$ cat src/rtl/spi_gated_pkg.sv
package spi_gated_pkg;
  localparam int unsigned FRAME_W = 8;
  localparam int unsigned DIV_W   = 8;
endpackage

$ cat src/rtl/spi_rst_sync.sv
// Asynchronous assert, synchronous release of the internal reset.
module spi_rst_sync (
  input  logic clk,
  input  logic rst_n_in,
  output logic rst_n_out
);
  logic [1:0] chain_q, chain_d;

  always_comb chain_d = {chain_q[0], 1'b1};

  always_ff @(posedge clk or negedge rst_n_in) begin
    if (!rst_n_in) chain_q <= '0;
    else           chain_q <= chain_d;
  end

  assign rst_n_out = chain_q[1];
endmodule

$ cat src/rtl/spi_sync2.sv
// Two-stage level synchronizer with a per-bit reset value.
module spi_sync2 #(
  parameter int unsigned    N       = 1,
  parameter logic [N-1:0]   RST_VAL = '0
) (
  input  logic         clk,
  input  logic         rst_n,
  input  logic [N-1:0] d,
  output logic [N-1:0] q
);
  logic [N-1:0] meta_q, meta_d, sync_q, sync_d;

  always_comb begin
    meta_d = d;
    sync_d = meta_q;
  end

  always_ff @(posedge clk or negedge rst_n) begin
    if (!rst_n) begin
      meta_q <= RST_VAL;
      sync_q <= RST_VAL;
    end else begin
      meta_q <= meta_d;
      sync_q <= sync_d;
    end
  end

  assign q = sync_q;
endmodule

$ cat src/rtl/spi_edge_det.sv
// Rising/falling detector on an already synchronized level.
module spi_edge_det (
  input  logic clk,
  input  logic rst_n,
  input  logic lvl,
  output logic rise,
  output logic fall
);
  logic prev_q, prev_d;

  always_comb prev_d = lvl;

  always_ff @(posedge clk or negedge rst_n) begin
    if (!rst_n) prev_q <= 1'b0;
    else        prev_q <= prev_d;
  end

  assign rise = lvl & ~prev_q;
  assign fall = ~lvl & prev_q;
endmodule

$ cat src/rtl/spi_clk_div.sv
// Half-period tick generator; counter parks at zero while not running.
module spi_clk_div #(
  parameter int unsigned DW = 8
) (
  input  logic          clk,
  input  logic          rst_n,
  input  logic          run,
  input  logic [DW-1:0] div,
  output logic          tick
);
  logic [DW-1:0] cnt_q, cnt_d;
  logic          at_end;

  assign at_end = (cnt_q == div);
  assign tick   = run & at_end;

  always_comb begin
    if (!run)        cnt_d = '0;
    else if (at_end) cnt_d = '0;
    else             cnt_d = cnt_q + 1'b1;
  end

  always_ff @(posedge clk or negedge rst_n) begin
    if (!rst_n) cnt_q <= '0;
    else        cnt_q <= cnt_d;
  end
endmodule

$ cat src/rtl/spi_shift_core.sv
// Frame sequencing for both modes: buffer, shifters, bit position.
module spi_shift_core #(
  parameter int unsigned W = 8
) (
  input  logic         clk,
  input  logic         rst_n,
  input  logic         soft_rst,
  input  logic         is_master,
  input  logic         ste_ok,
  input  logic         tick,
  input  logic         ext_rise,
  input  logic         ext_fall,
  input  logic         si,
  input  logic [W-1:0] tx_data,
  input  logic         tx_load,
  output logic         run,
  output logic         sclk_q,
  output logic         so_bit,
  output logic         busy,
  output logic [W-1:0] rx_data,
  output logic         rx_valid
);
  localparam int unsigned CW = (W > 1) ? $clog2(W) : 1;
  localparam logic [CW-1:0] LAST = CW'(W - 1);

  logic          busy_q, busy_d;
  logic          sclk_d;
  logic [CW-1:0] bit_q, bit_d;
  logic [W-1:0]  txsh_q, txsh_d;
  logic [W-1:0]  rxsh_q, rxsh_d;
  logic [W-1:0]  rxd_q, rxd_d;
  logic          rxv_q, rxv_d;
  logic [W-1:0]  buf_q, buf_d;
  logic          full_q, full_d;

  always_comb begin
    busy_d = busy_q;
    sclk_d = sclk_q;
    bit_d  = bit_q;
    txsh_d = txsh_q;
    rxsh_d = rxsh_q;
    rxd_d  = rxd_q;
    rxv_d  = 1'b0;
    buf_d  = buf_q;
    full_d = full_q;
    if (soft_rst) begin
      busy_d = 1'b0;
      sclk_d = 1'b0;
      bit_d  = '0;
      txsh_d = '1;
      rxsh_d = '0;
      full_d = 1'b0;
    end else begin
      if (is_master) begin
        if (!ste_ok) begin
          // silenced: drop the frame, nothing reported
          busy_d = 1'b0;
          sclk_d = 1'b0;
          bit_d  = '0;
        end else if (busy_q) begin
          if (tick) begin
            if (!sclk_q) begin
              sclk_d = 1'b1;
              rxsh_d = {rxsh_q[W-2:0], si};
              if (bit_q == LAST) begin
                rxd_d = rxsh_d;
                rxv_d = 1'b1;
              end
            end else begin
              sclk_d = 1'b0;
              txsh_d = {txsh_q[W-2:0], 1'b1};
              if (bit_q == LAST) begin
                busy_d = 1'b0;
                bit_d  = '0;
              end else begin
                bit_d = bit_q + 1'b1;
              end
            end
          end
        end else if (full_q) begin
          busy_d = 1'b1;
          sclk_d = 1'b0;
          bit_d  = '0;
          txsh_d = buf_q;
          full_d = 1'b0;
        end
      end else begin
        busy_d = 1'b0;
        sclk_d = 1'b0;
        if (ste_ok) begin
          if ((bit_q == '0) && full_q) begin
            txsh_d = buf_q;
            full_d = 1'b0;
          end
          if (ext_rise) begin
            rxsh_d = {rxsh_q[W-2:0], si};
            if (bit_q == LAST) begin
              rxd_d  = rxsh_d;
              rxv_d  = 1'b1;
              bit_d  = '0;
              txsh_d = '1;
            end else begin
              bit_d = bit_q + 1'b1;
            end
          end else if (ext_fall && (bit_q != '0)) begin
            txsh_d = {txsh_q[W-2:0], 1'b1};
          end
        end
      end
      if (tx_load) begin
        buf_d  = tx_data;
        full_d = 1'b1;
      end
    end
  end

  always_ff @(posedge clk or negedge rst_n) begin
    if (!rst_n) begin
      busy_q <= 1'b0;
      sclk_q <= 1'b0;
      bit_q  <= '0;
      txsh_q <= '1;
      rxsh_q <= '0;
      rxd_q  <= '0;
      rxv_q  <= 1'b0;
      buf_q  <= '0;
      full_q <= 1'b0;
    end else begin
      busy_q <= busy_d;
      sclk_q <= sclk_d;
      bit_q  <= bit_d;
      txsh_q <= txsh_d;
      rxsh_q <= rxsh_d;
      rxd_q  <= rxd_d;
      rxv_q  <= rxv_d;
      buf_q  <= buf_d;
      full_q <= full_d;
    end
  end

  assign run      = busy_q & is_master;
  assign so_bit   = txsh_q[W-1];
  assign busy     = is_master ? busy_q : (bit_q != '0);
  assign rx_data  = rxd_q;
  assign rx_valid = rxv_q;
endmodule

$ cat src/rtl/spi_gated_port.sv
module spi_gated_port
  import spi_gated_pkg::*;
#(
  parameter int unsigned W  = FRAME_W,
  parameter int unsigned DW = DIV_W
) (
  input  logic          clk,
  input  logic          rst_n,
  input  logic          is_master,
  input  logic [DW-1:0] clk_div,
  input  logic          soft_rst,
  input  logic [W-1:0]  tx_data,
  input  logic          tx_load,
  output logic [W-1:0]  rx_data,
  output logic          rx_valid,
  output logic          busy,
  input  logic          ste_n,
  input  logic          sclk_i,
  output logic          sclk_o,
  output logic          sclk_oe,
  input  logic          si_i,
  output logic          so_o,
  output logic          so_oe
);
  logic       rst_n_s;
  logic [1:0] sync_q;
  logic       ext_rise, ext_fall;
  logic       run, tick, sclk_q, so_bit;

  spi_rst_sync u_rst (
    .clk       (clk),
    .rst_n_in  (rst_n),
    .rst_n_out (rst_n_s)
  );

  // bit 1: silencing line (idles released), bit 0: external clock
  spi_sync2 #(.N(2), .RST_VAL(2'b10)) u_sync (
    .clk   (clk),
    .rst_n (rst_n_s),
    .d     ({ste_n, sclk_i}),
    .q     (sync_q)
  );

  spi_edge_det u_edge (
    .clk   (clk),
    .rst_n (rst_n_s),
    .lvl   (sync_q[0]),
    .rise  (ext_rise),
    .fall  (ext_fall)
  );

  spi_clk_div #(.DW(DW)) u_div (
    .clk   (clk),
    .rst_n (rst_n_s),
    .run   (run),
    .div   (clk_div),
    .tick  (tick)
  );

  spi_shift_core #(.W(W)) u_core (
    .clk       (clk),
    .rst_n     (rst_n_s),
    .soft_rst  (soft_rst),
    .is_master (is_master),
    .ste_ok    (sync_q[1]),
    .tick      (tick),
    .ext_rise  (ext_rise),
    .ext_fall  (ext_fall),
    .si        (si_i),
    .tx_data   (tx_data),
    .tx_load   (tx_load),
    .run       (run),
    .sclk_q    (sclk_q),
    .so_bit    (so_bit),
    .busy      (busy),
    .rx_data   (rx_data),
    .rx_valid  (rx_valid)
  );

  // Driver enables bypass the synchronizer so silencing is immediate.
  assign sclk_oe = is_master & ste_n;
  assign so_oe   = ste_n;
  assign sclk_o  = sclk_q & is_master;
  assign so_o    = so_bit;
endmodule

$ cat config.mk
export PLATFORM = sky130hd
export DESIGN_NAME = spi_gated_port
export DESIGN_NICKNAME = d
export VERILOG_FILES = /design/src/rtl/spi_gated_pkg.sv /design/src/rtl/spi_rst_sync.sv /design/src/rtl/spi_sync2.sv /design/src/rtl/spi_edge_det.sv /design/src/rtl/spi_clk_div.sv /design/src/rtl/spi_shift_core.sv /design/src/rtl/spi_gated_port.sv
export SDC_FILE = /design/constraint.sdc
export NUM_CORES = 1
export LEC_CHECK = 0
export CORE_ASPECT_RATIO = 0.7
export CORE_MARGIN = 2
export CORE_UTILIZATION = 54
export DETAILED_ROUTE_END_ITERATION = 7
export PLACE_DENSITY_LB_ADDON = 0.15
export SLEW_MARGIN = 20
export SYNTH_ARGS = -nofsm -noshare
export SYNTH_HDL_FRONTEND = slang
export SYNTH_SLANG_ARGS = --single-unit
$ cat constraint.sdc
create_clock -name clk -period 2.5 [get_ports clk]
set_clock_uncertainty 0.2 [all_clocks]
set_input_delay 0.5 -clock clk [delete_from_list [all_inputs] [get_ports clk]]
set_output_delay 0.5 -clock clk [all_outputs]
set_load 0.01 [all_outputs]
# Yosys cells after proc, flatten, opt, wreduce, memory -nomap -nowiden
# Index checks and enable logic that the tools add are counted.
[classes]
mux = 72
n_reduce_logical = 17
eq_ne = 15
addsub = 2
n_bitwise = 9
[ops]
columns = ["operator", "count"]
rows = [
  ["$mux 8", 22],
  ["$mux 7", 8],
  ["$mux 1", 32],
  ["$mux 3", 10],
  ["$reduce_bool 3->1", 4],
  ["$reduce_and 5->1", 2],
  ["$add 8x1->8 const B", 1],
  ["$eq 8x8->1", 1],
  ["$ne 4x4->1 const B", 2],
  ["$and 1x1->1", 6],
  ["$ne 3x1->1 const B", 2],
  ["$reduce_and 6->1", 1],
  ["$ne 5x3->1 const B", 1],
  ["$ne 5x4->1 const B", 1],
  ["$ne 5x5->1 const B", 1],
  ["$ne 2x1->1 const B", 2],
  ["$ne 4x1->1 const B", 1],
  ["$ne 4x3->1 const B", 1],
  ["$reduce_and 2->1", 2],
  ["$reduce_and 4->1", 1],
  ["$reduce_bool 2->1", 2],
  ["$reduce_bool 4->1", 1],
  ["$add 3x1->3 const B", 1],
  ["$eq 3x3->1 const B", 1],
  ["other kinds (6)", 9],
]
[word_totals]
ff_bits = 53

# Depth between registers and ports, before layout
# Gate-level depths: netlist of the first run.
[depth]
depth_word = 8
depth_mapped = 8

# Cells and area by module
# Synthesis of the first run repeated with hierarchy kept, for this count alone.
[hier_totals]
hier_cells = 250
area_unflattened_um2 = 2757.6
[by_module_without_submodules]
columns = ["mod", "area_per_inst_um2", "n_inst", "cells_per_inst"]
rows = [
  ["spi_shift_core", 2040.7, 1, 191],
  ["spi_clk_div", 500.5, 1, 46],
  ["spi_sync2", 102.6, 1, 4],
  ["spi_rst_sync", 53.8, 1, 3],
  ["spi_edge_det", 40.0, 1, 3],
  ["spi_gated_port", 20.0, 1, 3],
]

# Worst setup path after synthesis of the first run
# No wires, ideal clock.
[synth_path]
path_kind = "register to register"
startpoint = "register u_core.bit_q[0]"
endpoint = "register u_core.txsh_q[7]"
stages_incl_launch_ff = 8
arrival_time_ns = 1.813
synth_period_minus_slack_ns = 2.100
setup_slack_ns = 0.400
cell_sequence = "dfrtp_1 -> ha_1 -> ha_1 -> and3b_1 -> a21oi_1 -> a221oi_1 -> a211oi_1 -> mux2i_1"
[synth_between]
elab_chain_cells = 8
elab_cells_between_ends = 12
cone_classes = "eq/ne: 1; mux: 7; reduce/logical: 4"
[synth_lines]
columns = ["item", "line", "source"]
rows = [
  ["start: declaration", "spi_shift_core.sv:28", "logic [CW-1:0] bit_q, bit_d;"],
  ["start signal: assignment", "spi_shift_core.sv:131", "bit_q <= bit_d;"],
  ["$logic_not 3->1", "spi_shift_core.sv:91", "if ((bit_q == '0) && full_q) begin"],
  ["$logic_and 1x1->1", "spi_shift_core.sv:91", ""],
  ["$mux 8", "spi_shift_core.sv:91", ""],
  ["$mux 8, on equally long branches", "spi_shift_core.sv:105, spi_shift_core.sv:97", ""],
  ["$mux 8 *", "spi_shift_core.sv:95", "if (ext_rise) begin"],
  ["$mux 8 *", "spi_shift_core.sv:90", "if (ste_ok) begin"],
  ["$mux 8 *", "spi_shift_core.sv:54", "if (is_master) begin"],
  ["$mux 8 *", "spi_shift_core.sv:46", "if (soft_rst) begin"],
  ["end signal: assignment", "spi_shift_core.sv:132", "txsh_q <= txsh_d;"],
  ["end: declaration", "spi_shift_core.sv:29", "logic [W-1:0] txsh_q, txsh_d;"],
]
# Mark *: on every way between the ends. The rest lies on a longest branch, timed or not. The select of a mux whose other input is x is not followed.
# A chain may end at the register's enable or synchronous reset.

# Final worst setup path of the first run
[layout_path]
startpoint = "input port ste_n"
endpoint = "output port so_oe"
[layout_rtl]
columns = ["item", "line", "source"]
rows = [
  ["start: declaration", "spi_gated_port.sv:17", "input logic ste_n,"],
  ["end: declaration", "spi_gated_port.sv:23", "output logic so_oe"],
]
# No word-level cell between the ends.

==> results.txt, run 1 <==
----------------------------------------------------
[Timing]
  Final setup violation count ... 0
  Period utilisation layout ... 0.920
  Max-slew violations ... 0
  Worst slew margin ... 0.656
  F_max ... 0.435 GHz
  Time the worst path needs with I/O delays and setup ... 2.30 ns
  Unrepaired setup endpoints after global routing ... false
  Worst-margin pin slew ... 0.516 ns
  Setup TNS after final layout ... 0 ns
  Number of hold violations in the final report ... 0

[Route]
  Iter 0 DRT Violations ... 122
  Antenna-violating nets left ... 0
  DRC violation count after routing ... 0
  Total Wirelength ... 5630 um
  Mean routed wirelength per cell ... 15.5 um
  First-pass DRT Iterations ... 4
  Via count of the routed design ... 1979
  Vias per Instance ... 5.44

[Worst setup path]
  Startpoint Class ... input pin
  Slowest stage cell on the critical path ... clkdlybuf4s50_1
  Cell mode on critical path ... clkdlybuf4s50_1
  Setup Crit Path Kind ... in2out
  Critical path, cell by cell ... clkdlybuf4s50_1 -> buf_4 -> clkdlybuf4s50_1
  Peak per-stage delay on the critical path ... 0.53 ns
  CP Data Arrival Time ... 1.60 ns
  Required time of the worst setup path ... 1.80 ns
  Buffers plus inverters on the worst setup path ... 3
  Cell family with most CP delay ... buffers and inverters
  Critical path peak fanout ... 2
  CP Capture Type ... output pin

[Layout]
  Syn-to-layout area delta ... 25.1%
  Nets ... 322
  Area of all sequential standard cells ... 0.00134 mm^2
  Fraction of layout cells with a size suffix above 1 ... 0.220
  Total non-filler cell area in the finished layout ... 0.00337 mm^2
  Count of placed standard cells in the final layout, fillers left out ... 364
  FILL cells ... 367
  N_diodes ... 0
  Multi-input gate area in the final layout ... 0.00126 mm^2

[Worst hold path]
  Class of the tightest hold or removal check ... reg2async

[Placement]
  Placed wire-length estimate ... 4110 um
  Placed cell count ... 356
  Total cell area at the placement stage ... 0.00327 mm^2
  GPL Wtd Cong ... 0.847
  Number of buffer cells added on primary ports ... 37

[Power]
  P_leak ... 0.00156 uW
  Ratio of total power to cell area ... 497 mW/mm^2
  Max VDD drop ... 0.000255 V
  Tot Pwr ... 1670 uW

[Synthesis]
  Flop and latch count out of synthesis ... 53
  Yosys warnings ... 0
  Number of library cell types mapped by synthesis ... 43
  Part of the Yosys area used for sequential elements ... 0.497
  Mapped cell area ... 0.00269 mm^2
  Fraction of synthesis flops using an asynchronous set or reset pin ... 1.00
  Number of flops mapped to enable cells by yosys ... 0
  Synthesized instance count ... 240
  Average cell area after synthesis ... 11.2 um^2
  Syn Nets ... 268
  Commonest register cell after synthesis ... dfrtp_1

[Run status]
  Run status ... finished, final reports clean

[GRT]
  GRT met2 Usage ... 0.305
  Most heavily used metal layer in global routing ... met1
  Met3 track demand over resource ... 0.0485
  Number of global-route vias before repair ... 1894
  GRT Overall Usage ... 0.216
  Initial antenna violation count ... 0
  Wire length of the first global-routing pass ... 9160 um
  Final global-route overflow total ... 0
  Met1 demand-to-capacity share in global routing ... 0.337
  Maximum number of pins on one net before global-route repair ... 31

[Clocking]
  Clock Tree Root ... clkbuf_8
  Number of buffers created by CTS ... 5
  Clock-pin transition on the worst setup and hold timing paths ... 0.10 ns
  Setup repair bufs after CTS ... 0
  Number of levels in the clock H-tree ... 2
  Clock tree from TritonCTS ... done
  Buffer levels on the longest clock path ... 2
  Clock latency on the worst-skew pair ... 0.30 ns
  Sinks on Clock Net ... 53

[Die]
  Initial standard-cell utilization of the core ... 0.563
  X dimension of the die ... 88.4 um
  Number of placement rows ... 21
  Vert. Die Dim ... 63.1 um
  Core area ... 0.00478 mm^2
  Area of the die ... 0.00557 mm^2
  # IOs ... 38

[Flow run]
  Max Cap Viol ... 0

----------------------------------------------------
==> synth_stat cells (all sizes together) (4+ instances only) <==
master	count	area share
a22o	7	0.023
dfstp	10	0.098
dfrtp	43	0.40
mux2i	24	0.089
a21oi	4	0.0074
ha	4	0.019
o21ai	9	0.018
nand2	10	0.014
clkbuf	8	0.011
inv	12	0.017
xnor2	12	0.039
nand3	7	0.015
and2	4	0.0093
mux2	17	0.075
a221oi	6	0.020
nor2	28	0.039
==> worst register-to-register path, delay by kind of cell, from the launching register on <==
| family | cells | cell delay [ns] |
|---|---|---|
| adders and majority gates | 2 | 0.52 |
| AOI/OAI and AO/OA | 2 | 0.41 |
| DFF | 1 | 0.41 |
| and+or+nand+nor | 2 | 0.32 |
| buffers and inverters | 1 | 0.23 |
| muxes | 1 | 0.08 |
==> placed cells by master, fill, tap and decap left out, types with 10 or more instances in the layout <==
cell type / count
dfrtp_1: 42
clkdlybuf4s50_1: 34
nor2_1: 28
mux2i_1: 24
buf_4: 19
mux2_2: 14
inv_1: 12
xnor2_1: 12
nand2_1: 10
dfstp_2: 10
==> cell type report <==
class,count,share of cell area
Sequential cell,53,0.398
Timing Repair Buffer,58,0.162
Inverter,12,0.0134
Tap cell,69,0.0257
Clock buffer,6,0.0216
Clock inverter,2,0.00483
Multi-Input combinational cell,164,0.375
==> final timing paths <==
check	endpoint	cells after the start	from	slack, ns
worst max-delay path	so_oe	3	ste_n	0.20
worst max register to register	u_core.txsh_q[4]	8	u_core.bit_q[0]	0.26
min in group clk	u_sync.q[0]	0	u_sync.meta_q[0]	0.16
worst min-delay path	u_core.sclk_q	0	u_rst.chain_q[1]	0.04
worst min register to register	u_core.sclk_q	0	u_rst.chain_q[1]	0.04
max in group asynchronous	u_core.txsh_q[1]	1	u_rst.chain_q[1]	1.46
==> sequential cells by signal (all words and copies together), names as in the netlist <==
signal / count
u_core.bit_q: 3
u_core.buf_q: 8
u_core.busy_q: 1
u_core.full_q: 1
u_core.rx_data: 8
u_core.rx_valid: 1
u_core.rxsh_q: 7
u_core.sclk_q: 1
u_core.txsh_q: 8
u_div.cnt_q: 8
u_edge.prev_q: 1
u_rst.chain_q: 2
u_sync.meta_q: 2
u_sync.q: 2
==> power by group <==
group	internal, uW	switching, uW	total [uW]
sequential	906	43.5	949
combinational	135	110	244
clock	200	280	480
total	1240	434	1670
==> kinds of logic (layout without fill, tap and decap cells) <==
family	Yosys count	after routing	synth area share
flip-flops	53	53	0.497
AO/OA/AOI/OAI	35	35	0.103
multiplexers	41	41	0.165
XOR/XNOR	15	15	0.0488
adder cells (fa/ha/maj)	4	4	0.0186
other	1	1	0.00139
buffers and inverters	23	78	0.0339
AND/OR/NAND/NOR	68	68	0.132
==> stage by stage <==
step	util	worst slack, ns	hold slack [ns]
final	0.704	0.200	0.0358
after floorplan	-	0.400	0.00441
after CTS	0.703	0.00838	0.0597
after global placement	0.684	-0.0720	0.0592
after detailed placement	0.684	-0.133	0.0581
after global routing	0.704	0.0991	0.0841
==> what timing repair did <==
item	in CTS	in global routing
endpoints found under the setup margin	2	1
gates resized for setup	2	2
hold buffers	0	0
==> routing by layer <==
layer  wire [um]  up-vias  part of all wire
met5           0        -                 0
met4          38        0            0.0067
met3         329        5             0.058
met2        2430       63              0.43
met1        2840      964              0.50
li1            -      947                 -
Power figures use the tool's default switching activity.
==> inputs of run 2 (changes only) <==
- RECOVER_POWER: unset -> 50
==> results.txt, run 2 (synthesized netlist as in run 1, its figures left out) <==
----------------------------------------------------
[Die]
  Vert. Die Dim ... 63.1 um (unchanged)
  # IOs ... 38 (unchanged)
  Core area ... 0.00478 mm^2 (unchanged)
  Number of placement rows ... 21 (unchanged)
  Area of the die ... 0.00557 mm^2 (unchanged)
  X dimension of the die ... 88.4 um (unchanged)
  Initial standard-cell utilization of the core ... 0.563 (unchanged)

[Clocking]
  Clock Tree Root ... clkbuf_8
  Number of levels in the clock H-tree ... 2 (unchanged)
  Clock latency on the worst-skew pair ... 0.30 ns (about the same)
  Clock tree from TritonCTS ... done
  Sinks on Clock Net ... 53 (unchanged)
  Number of buffers created by CTS ... 5 (unchanged)
  Clock-pin transition on the worst setup and hold timing paths ... 0.10 ns (about the same)
  Buffer levels on the longest clock path ... 2 (unchanged)
  CTS Hold Bufs ... 0 (unchanged)
  Setup repair bufs after CTS ... 0 (unchanged)

[Route]
  Antenna-violating nets left ... 0 (unchanged)
  Total Wirelength ... 5620 um (-0.28%)
  Vias per Instance ... 5.42 (-0.35%)
  Mean routed wirelength per cell ... 15.4 um (-0.28%)
  Via count of the routed design ... 1972 (-0.35%)
  DRC violation count after routing ... 0 (unchanged)
  Iter 0 DRT Violations ... 117 (-4.1%)
  First-pass DRT Iterations ... 4 (unchanged)

[GRT]
  Initial antenna violation count ... 0 (unchanged)
  Number of global-route vias before repair ... 1894 (unchanged)
  Final global-route overflow total ... 0 (unchanged)
  Maximum number of pins on one net before global-route repair ... 31 (unchanged)
  GRT Overall Usage ... 0.216 (unchanged)
  Wire length of the first global-routing pass ... 9160 um (unchanged)

[Power]
  Cell internal power dissipation ... 1240 uW (-0.30%)
  Psw ... 433 uW (-0.23%)
  P_leak ... 0.00156 uW (-0.22%)
  Tot Pwr ... 1670 uW (-0.28%)
  Switching portion of total power ... 0.259 (about the same)
  Clock network power share ... 0.288 (about the same)
  Ratio of total power to cell area ... 498 mW/mm^2 (+0.20%)
  Relative contribution of combinational cells to total power ... 0.144 (-0.002)
  Portion of total power attributed to sequential cells ... 0.568 (about the same)
  Max VDD drop ... 0.000255 V (-0.14%)

[Placement]
  Placed cell count ... 356 (unchanged)
  Total cell area at the placement stage ... 0.00327 mm^2 (unchanged)
  GPL Wtd Cong ... 0.847 (unchanged)
  Placed wire-length estimate ... 4110 um (unchanged)
  Number of buffer cells added on primary ports ... 37 (unchanged)

[Timing]
  Worst slew margin ... 0.418 (-0.238)
  Max-slew violations ... 0 (unchanged)
  Number of hold violations in the final report ... 0 (unchanged)
  Time the worst path needs with I/O delays and setup ... 2.37 ns (+0.0701 ns)
  Worst-margin pin slew ... 0.873 ns (+0.357 ns)
  Period utilisation layout ... 0.948 (+0.0280)
  F_max ... 0.422 GHz (-3.0%)
  Unrepaired setup endpoints after global routing ... false
  Smallest hold slack ... 0.156 ns (+0.121 ns)
  Final setup violation count ... 0 (unchanged)

[Worst setup path]
  CP Capture Type ... output pin
  CP Data Arrival Time ... 1.67 ns (+0.07 ns)
  Critical path peak fanout ... 2 (unchanged)
  Required time of the worst setup path ... 1.80 ns (about the same)
  Setup Crit Path Kind ... in2out
  Startpoint Class ... input pin

[Layout]
  Fraction of layout cells with a size suffix above 1 ... 0.217 (-0.00339)
  N_diodes ... 0 (unchanged)
  Total non-filler cell area in the finished layout ... 0.00335 mm^2 (-0.48%)
  FILL cells ... 369 (+0.54%)
  Count of placed standard cells in the final layout, fillers left out ... 364 (unchanged)
  Leading cell types in the layout, fill and taps excluded ... dfrtp_1 (43), clkdlybuf4s50_1 (31), nor2_1 (28)
  Nets ... 322 (unchanged)
  Most common cell after layout, fill and taps aside ... dfrtp_1
  Syn-to-layout area delta ... 24.5%

[Worst hold path]
  Class of the tightest hold or removal check ... reg2async

[Flow run]
  Max Cap Viol ... 0 (unchanged)

[Run status]
  Run status ... finished, final reports clean

----------------------------------------------------
## run 2: cell count changes in the layout (fill, tap and decap cells not counted)
cell	previous run	this run
clkbuf_2	0	1
dfrtp_2	1	0
dfrtp_1	42	43
buf_12	1	0
clkdlybuf4s50_1	34	31
dlygate4sd3_1	0	3
## run 2: routing by layer
| metal | global-route usage | vias to the layer above | share of wire |
|---|---|---|---|
| met5 | 0 | - | 0 |
| met4 | 0.0511 | 0 | 0.0068 |
| met3 | 0.0485 | 5 | 0.074 |
| met2 | 0.305 | 66 | 0.43 |
| met1 | 0.337 | 953 | 0.49 |
| li1 | - | 948 | - |
## run 2: what timing repair did
item,in CTS,in global routing
setup endpoints to repair,2,1
endpoints found under the hold margin,0,0
gates resized for setup,2,2
## run 2: layout make-up
type | count | area [um^2] | area share
clock buffer | 6 | 72.6 | 0.0217
timing repair buffer | 58 | 529 | 0.158
tap | 69 | 86.3 | 0.0258
multi-input combinational | 164 | 1260 | 0.377
inverter | 12 | 45.0 | 0.0134
sequential | 53 | 1340 | 0.400
clock inverter | 2 | 16.3 | 0.00486
## run 2: critical path, cell delays in order
cell             delay [ns]
dlygate4sd3_1          0.53
buf_4                  0.11
clkdlybuf4s50_1        0.53
## run 2: metrics by stage
stage               utilization  TNS (ns)  setup WS, ns
CTS                       0.703         0       0.00838
global placement          0.684    -0.502       -0.0720
floorplan                     -         0         0.400
finish                    0.700         0         0.130
detailed placement        0.684     -1.13        -0.133
global route              0.700         0        0.0976
## run 2: worst paths after layout
check | to | depth (start not counted) | start | slack [ns]
max | so_oe | 3 | ste_n | 0.13
min | u_core.sclk_q | 0 | u_rst.chain_q[1] | 0.16
max reg2reg | u_core.txsh_q[4] | 8 | u_core.bit_q[0] | 0.27
min reg2reg | u_core.sclk_q | 0 | u_rst.chain_q[1] | 0.16
max in group asynchronous | u_core.rx_data[6] | 1 | u_rst.chain_q[1] | 0.75
min in group clk | u_sync.q[0] | 0 | u_sync.meta_q[0] | 0.16
## run 2: power groups by stage
stage	sequential [uW]	combinational, uW	clock (uW)
floorplan	955	143	0
global placement	962	238	0
detailed placement	965	244	0
CTS	949	244	490
global route	957	264	524
finish	948	240	480
==> inputs of run 3 (changes only) <==
- CTS_CLUSTER_SIZE: unset -> 40
==> results of run 3 <==
The final DEF is identical to that of run 2; final timing and power are the same.
